$ cat src/rtl/cq_pkg.sv
package cq_pkg;
  // a < n and b <= n assumed
  function automatic int unsigned ring_add(input int unsigned a, input int unsigned b,
                                           input int unsigned n);
    int unsigned s;
    s = a + b;
    if (s >= n) s = s - n;
    return s;
  endfunction
endpackage

$ cat src/rtl/cq_alloc.sv
module cq_alloc
  import cq_pkg::*;
#(
  parameter int unsigned DEPTH = 5,
  parameter int unsigned LANES = 2,
  localparam int unsigned IDX_W = $clog2(DEPTH),
  localparam int unsigned CNT_W = $clog2(DEPTH + 1),
  localparam int unsigned NUM_W = $clog2(LANES + 1)
) (
  input  logic                            clk_i,
  input  logic                            rst_ni,
  input  logic                            flush_i,
  input  logic [NUM_W-1:0]                disp_num_i,
  input  logic [CNT_W-1:0]                count_i,
  output logic                            ready_o,
  output logic                            fire_o,
  output logic [LANES-1:0][IDX_W-1:0]     idx_o
);
  logic [IDX_W-1:0] tail_q;
  logic [CNT_W-1:0] free_cnt;

  assign free_cnt = CNT_W'(DEPTH) - count_i;
  assign ready_o  = (32'(disp_num_i) <= LANES) && (CNT_W'(disp_num_i) <= free_cnt);
  assign fire_o   = ready_o && (disp_num_i != '0) && !flush_i;

  for (genvar l = 0; l < LANES; l++) begin : g_lane
    assign idx_o[l] = IDX_W'(ring_add(32'(tail_q), l, DEPTH));
  end

  always_ff @(posedge clk_i or negedge rst_ni) begin
    if (!rst_ni)      tail_q <= '0;
    else if (flush_i) tail_q <= '0;
    else if (fire_o)  tail_q <= IDX_W'(ring_add(32'(tail_q), 32'(disp_num_i), DEPTH));
  end

  a_r3_stall_holds_tail: assert property (@(posedge clk_i) disable iff (!rst_ni)
    (disp_num_i != '0 && !ready_o && !flush_i) |=> $stable(tail_q));
endmodule

$ cat src/rtl/cq_retire.sv
module cq_retire
  import cq_pkg::*;
#(
  parameter int unsigned DEPTH = 5,
  parameter int unsigned LANES = 2,
  localparam int unsigned IDX_W = $clog2(DEPTH),
  localparam int unsigned CNT_W = $clog2(DEPTH + 1),
  localparam int unsigned NUM_W = $clog2(LANES + 1)
) (
  input  logic                        clk_i,
  input  logic                        rst_ni,
  input  logic                        flush_i,
  input  logic [CNT_W-1:0]            count_i,
  input  logic [DEPTH-1:0]            ready_i,
  output logic [LANES-1:0]            cmt_o,
  output logic [LANES-1:0][IDX_W-1:0] idx_o,
  output logic [NUM_W-1:0]            num_o
);
  logic [IDX_W-1:0] head_q;

  for (genvar l = 0; l < LANES; l++) begin : g_lane
    assign idx_o[l] = IDX_W'(ring_add(32'(head_q), l, DEPTH));
  end

  // in-order run of finished slots from the head
  always_comb begin
    logic run;
    run   = !flush_i;
    num_o = '0;
    for (int l = 0; l < LANES; l++) begin
      run      = run && (32'(count_i) > l) && ready_i[idx_o[l]];
      cmt_o[l] = run;
      if (run) num_o = num_o + 1'b1;
    end
  end

  always_ff @(posedge clk_i or negedge rst_ni) begin
    if (!rst_ni)      head_q <= '0;
    else if (flush_i) head_q <= '0;
    else              head_q <= IDX_W'(ring_add(32'(head_q), 32'(num_o), DEPTH));
  end

  a_r5_no_commit_when_empty: assert property (@(posedge clk_i) disable iff (!rst_ni)
    (count_i == '0) |-> (cmt_o == '0));
endmodule

$ cat src/rtl/cq_occ.sv
module cq_occ #(
  parameter int unsigned DEPTH = 5,
  parameter int unsigned LANES = 2,
  localparam int unsigned CNT_W = $clog2(DEPTH + 1),
  localparam int unsigned NUM_W = $clog2(LANES + 1)
) (
  input  logic             clk_i,
  input  logic             rst_ni,
  input  logic             flush_i,
  input  logic             fire_i,
  input  logic [NUM_W-1:0] add_i,
  input  logic [NUM_W-1:0] sub_i,
  output logic [CNT_W-1:0] count_o
);
  always_ff @(posedge clk_i or negedge rst_ni) begin
    if (!rst_ni)      count_o <= '0;
    else if (flush_i) count_o <= '0;
    else              count_o <= count_o + (fire_i ? CNT_W'(add_i) : '0) - CNT_W'(sub_i);
  end

  a_r9_count_bound: assert property (@(posedge clk_i) disable iff (!rst_ni)
    count_o <= CNT_W'(DEPTH));
endmodule

$ cat src/rtl/cmpl_queue.sv
module cmpl_queue #(
  parameter int unsigned DEPTH = 5,
  parameter int unsigned LANES = 2,
  parameter int unsigned FIN_N = 2,
  parameter int unsigned TAG_W = 6,
  localparam int unsigned IDX_W = $clog2(DEPTH),
  localparam int unsigned CNT_W = $clog2(DEPTH + 1),
  localparam int unsigned NUM_W = $clog2(LANES + 1)
) (
  input  logic                   clk_i,
  input  logic                   rst_ni,
  input  logic                   flush_i,
  input  logic [NUM_W-1:0]       disp_num_i,
  input  logic [LANES*TAG_W-1:0] disp_tag_i,
  output logic                   disp_ready_o,
  output logic [LANES*IDX_W-1:0] disp_idx_o,
  input  logic [FIN_N-1:0]       fin_valid_i,
  input  logic [FIN_N*IDX_W-1:0] fin_idx_i,
  output logic [LANES-1:0]       cmt_valid_o,
  output logic [LANES*IDX_W-1:0] cmt_idx_o,
  output logic [LANES*TAG_W-1:0] cmt_tag_o
);
  logic [CNT_W-1:0]             count_q;
  logic                         alloc_fire;
  logic [LANES-1:0][IDX_W-1:0]  alloc_idx, ret_idx;
  logic [NUM_W-1:0]             ret_num;
  logic [DEPTH-1:0]             vld_q, done_q, alloc_hit, ret_hit, fin_hit;
  logic [DEPTH-1:0][TAG_W-1:0]  tag_q, alloc_tag;

  cq_alloc #(.DEPTH(DEPTH), .LANES(LANES)) u_alloc (
    .clk_i, .rst_ni, .flush_i, .disp_num_i, .count_i(count_q),
    .ready_o(disp_ready_o), .fire_o(alloc_fire), .idx_o(alloc_idx));

  cq_retire #(.DEPTH(DEPTH), .LANES(LANES)) u_retire (
    .clk_i, .rst_ni, .flush_i, .count_i(count_q), .ready_i(vld_q & done_q),
    .cmt_o(cmt_valid_o), .idx_o(ret_idx), .num_o(ret_num));

  cq_occ #(.DEPTH(DEPTH), .LANES(LANES)) u_occ (
    .clk_i, .rst_ni, .flush_i, .fire_i(alloc_fire), .add_i(disp_num_i),
    .sub_i(ret_num), .count_o(count_q));

  for (genvar l = 0; l < LANES; l++) begin : g_out
    assign disp_idx_o[l*IDX_W +: IDX_W] = alloc_idx[l];
    assign cmt_idx_o[l*IDX_W +: IDX_W]  = ret_idx[l];
    assign cmt_tag_o[l*TAG_W +: TAG_W]  = tag_q[ret_idx[l]];
  end

  for (genvar e = 0; e < DEPTH; e++) begin : g_slot
    always_comb begin
      alloc_hit[e] = 1'b0;
      alloc_tag[e] = '0;
      ret_hit[e]   = 1'b0;
      fin_hit[e]   = 1'b0;
      for (int l = 0; l < LANES; l++) begin
        if (alloc_fire && NUM_W'(l) < disp_num_i && alloc_idx[l] == IDX_W'(e)) begin
          alloc_hit[e] = 1'b1;
          alloc_tag[e] = disp_tag_i[l*TAG_W +: TAG_W];
        end
        if (cmt_valid_o[l] && ret_idx[l] == IDX_W'(e)) ret_hit[e] = 1'b1;
      end
      for (int k = 0; k < FIN_N; k++)
        if (fin_valid_i[k] && fin_idx_i[k*IDX_W +: IDX_W] == IDX_W'(e)) fin_hit[e] = 1'b1;
    end

    // priority: flush, allocate, retire, finish
    always_ff @(posedge clk_i or negedge rst_ni) begin
      if (!rst_ni) begin
        vld_q[e]  <= 1'b0;
        done_q[e] <= 1'b0;
        tag_q[e]  <= '0;
      end else if (flush_i) begin
        vld_q[e]  <= 1'b0;
        done_q[e] <= 1'b0;
      end else if (alloc_hit[e]) begin
        vld_q[e]  <= 1'b1;
        done_q[e] <= 1'b0;
        tag_q[e]  <= alloc_tag[e];
      end else if (ret_hit[e]) begin
        vld_q[e]  <= 1'b0;
        done_q[e] <= 1'b0;
      end else if (fin_hit[e] && vld_q[e]) begin
        done_q[e] <= 1'b1;
      end
    end

    a_r2_alloc_into_free: assert property (@(posedge clk_i) disable iff (!rst_ni)
      alloc_hit[e] |-> !vld_q[e]);
    a_r6_done_from_report: assert property (@(posedge clk_i) disable iff (!rst_ni)
      $rose(done_q[e]) |-> $past(fin_hit[e] && vld_q[e]));
    a_r6_no_same_cycle_commit: assert property (@(posedge clk_i) disable iff (!rst_ni)
      (fin_hit[e] && !done_q[e]) |-> !ret_hit[e]);
  end

  a_r8_flush_empties: assert property (@(posedge clk_i) disable iff (!rst_ni)
    flush_i |=> (vld_q == '0 && count_q == '0));
  a_r9_count_matches_valid: assert property (@(posedge clk_i) disable iff (!rst_ni)
    32'(count_q) == $countones(vld_q));
endmodule

$ cat config.mk
export PLATFORM = sky130hd
export DESIGN_NAME = cmpl_queue
export DESIGN_NICKNAME = d
export VERILOG_FILES = /design/src/rtl/cq_pkg.sv /design/src/rtl/cq_alloc.sv /design/src/rtl/cq_retire.sv /design/src/rtl/cq_occ.sv /design/src/rtl/cmpl_queue.sv
export SDC_FILE = /design/constraint.sdc
export NUM_CORES = 1
export LEC_CHECK = 0
export CAP_MARGIN = 20
export CORE_AREA = 8 8 102 104
export CTS_BUF_LIST = sky130_fd_sc_hd__clkbuf_16
export DETAILED_ROUTE_END_ITERATION = 10
export DIE_AREA = 0 0 110 112
export DONT_BUFFER_PORTS = 1
export SETUP_SLACK_MARGIN = 0.4
export SKIP_LAST_GASP = 1
export SLEW_MARGIN = 0
export SYNTH_ARGS = -nofsm -noshare
export SYNTH_HDL_FRONTEND = slang
export SYNTH_SLANG_ARGS = --single-unit
$ cat constraint.sdc
create_clock -name clk_i -period 5.1 [get_ports clk_i]
set_input_delay 0 -clock clk_i [delete_from_list [all_inputs] [get_ports clk_i]]
set_output_delay 0 -clock clk_i [all_outputs]
set_load 0.03 [all_outputs]
==> results.tsv <==
metric	value	unit
outcome	finished, final reports clean	
post-route-min-period	4380	ps
cts_tree	yes	
worst_slew_pin_slew	998	ps
power_density	428	nW/um2
synthSimpleGateAreaFrac	18.3	%
syn-instance-count	409	
fin_crit_sh	85.8	%
worstPathRequired	5240	ps
cts-root-buf	clkbuf_16	
num_rows	35	
place_ws	702	ps
dpl.hpwl	8020	um
overflow	0	
num_vias	3288	
pwr-share-seq	36.5	%
p_int	1100	uW
grt_usage	17.8	%
endpoint_kind	flip-flop	
drive_above_1_share	11.1	%
synth_cell_types	58	
ys.flop_type	dfrtp_1	
htreeDepth	2	
final_cell_mix	dfrtp_1 (48), nand2_1 (33), a22o_1 (30)	
worst_slack	723	ps
synth.yosys.seq_area_share	32.1	%
max-cap-violations	0	
insertion_delay	290	ps
io_buffers	0	
crit_end	u_retire.head_q[1]$_DFF_PN0_	
cp-start-kind	flip-flop	
first_pass_iters	5	
cts_setup_buffers	0	
p_switching	764	uW
synth_edf_count	0	
power.total	1870	uW
r2r_start	u_retire.head_q[1]$_DFF_PN0_	
final_max_slew_viol_count	0	
crit_type	reg -> reg	
grt_max_degree	50	
synth_compound_area_share	27.1	%
drt_iter0_drc	241	
die_w	110	um
regToRegSetupSlack	720	ps
worst_r2r_endpoint	u_retire.head_q[1]$_DFF_PN0_	
layout_commonest_cell	dfrtp_1	
leakagePower	0.00195	uW
nFillCells	848	
remaining_drc_errors	0	
cts_made_buffers	5	
power_frac_comb	43.2	%
hold_viol	0	
synth_top_family_by_area	compound AO/OA/AOI/OAI gates	
grt_pass1_vias	3387	
die_h	112	um
clkSinkCount	49	
gp_congestion	0.867	
rsz0062_at_grt	false	
synth-seq-cells	49	
crit_start	u_retire.head_q[1]$_DFF_PN0_	
cp_max_fo	13	
ant_nets	0	
swShare	40.9	%
yosys_warnings	0	
dp.cells	514	
finalSetupViolCount	0	
syn_to_final_growth	14.3	%
cts_buffer_depth	2	
hold_class	in -> reg	
skew	6.80	ps
nets	481	
antenna_found_initial	0	
avgSynthCellArea	9.35	um2
io_pins	52	
die-area	12300	um2
max_clock_freq	228	MHz
setup_tns	0	ps
async_reset_ff_share	100	%
initial_core_util	43.0	%
slew-limit-headroom	32.8	%
syn_nets	459	
grt_pass1_wl	17400	um
wl_per_cell	19.5	um
irDropWorstVdd	0.256	mV
pwr-share-clk	20.3	%
clk_pin_slew	70	ps
r2r_cells	18	
synth_xor_area_share	2.75	%
core_area	8890	um2
layout.cells.non_filler	543	
antenna_cells	0	
vias_per_cell	6.06	
synthAdderAreaFrac	8.97	%
synthMuxAreaShare	5.89	%
netlist_area	3820	um2
wirelength	10600	um
cp.arrival	4520	ps
[sequential cells by signal, summed over array words and instances (netlist names)]
name	flops
u_alloc.tail_q	3
vld_q	5
u_occ.count_o	3
tag_q	30
u_retire.head_q	3
done_q	5
[power groups by stage]
stage	logic, uW	clock network, uW	registers (uW)
floorplan	634	0	625
global placement	729	0	673
detailed placement	747	0	682
CTS	810	390	675
global route	882	404	703
finish	807	380	681
[worst max-delay path: stages (launching register included)]
cell and delay [ps]:
dfrtp_2 510, ha_1 230, nand2b_1 360, o22ai_1 190
xnor2_1 190, inv_2 310, nand3_1 180, a311oi_2 350
ha_1 310, ha_1 230, fa_1 490, inv_1 70
ha_1 190, inv_1 90, nor2_1 50, o22ai_1 220
nor2_1 80, a21oi_1 120, nor2_1 50
[final cells by class]
type / instances / area (um2) / area share [%]
clock buffer: 5 / 125 / 2.86
clock inverter: 3 / 42.5 / 0.974
inverter: 27 / 101 / 2.32
multi-input combinational: 315 / 2410 / 55.3
sequential: 49 / 1230 / 28.1
tap: 111 / 139 / 3.18
timing repair buffer: 33 / 318 / 7.28
[Yosys cell counts (6+ instances only)]
cell type	instances	area, um2
dfrtp_1	49	1230
nand2b_1	10	62.6
nor2_1	20	75.1
mux4_2	6	135
mux2i_1	9	90.1
buf_2	6	30.0
a21oi_1	19	95.1
and3_1	6	37.5
a21boi_0	6	45.0
nor2b_1	8	50.1
ha_1	21	263
nand3_1	8	40.0
a21o_1	24	180
xnor2_1	11	96.3
a22o_1	30	263
a222oi_1	7	70.1
inv_1	25	93.8
o21ai_0	24	120
clkbuf_1	9	33.8
o32ai_1	6	52.6
nand2_1	33	124
[logic make-up (layout without fill, tap and decap cells)]
family / Yosys count / after routing
AOI/OAI and AO/OA: 143 / 143
DFF: 49 / 49
adders and majority gates: 25 / 25
xor gates and xnor gates: 12 / 12
and+or+nand+nor: 120 / 120
muxes: 15 / 15
buffers and inverters: 45 / 68
[what timing repair did]
item | CTS | global route
hold buffers | 21 | 0
setup endpoints to repair | 0 | 2
hold endpoints to repair | 98 | 0
resized for setup | 0 | 1
[metal layers]
| metal | vias up | global-route usage [%] | part of all wire (%) |
|---|---|---|---|
| met5 | - | 0 | 0 |
| met4 | 0 | 4.86 | 1.2 |
| met3 | 11 | 4.45 | 7.6 |
| met2 | 96 | 28.3 | 48 |
| met1 | 1610 | 23.1 | 43 |
| li1 | 1571 | - | - |
[metrics by stage]
stage	hold WS, ps	instance area (um2)	util [%]
after detailed placement	-292	3970	44.7
after floorplan	-296	3830	-
final	28.9	4370	49.1
after global placement	-292	3970	44.7
after CTS	27.5	4370	49.1
after global routing	42.2	4370	49.1
[how the worst min path moves through the flow]
stage / from / endpoint / slack (ps) / cells past startpoint
floorplan: rst_ni / done_q[0]$_DFFE_PN0P_ / -300 / 0
CTS: fin_idx_i[2] / done_q[0]$_DFFE_PN0P_ / 30 / 3
global placement: rst_ni / u_retire.head_q[2]$_DFF_PN0_ / -290 / 0
global route: fin_idx_i[2] / done_q[0]$_DFFE_PN0P_ / 40 / 3
finish: fin_idx_i[2] / done_q[0]$_DFFE_PN0P_ / 30 / 3
detailed placement: rst_ni / u_retire.head_q[2]$_DFF_PN0_ / -290 / 0
(Power assumes the default switching activity.)
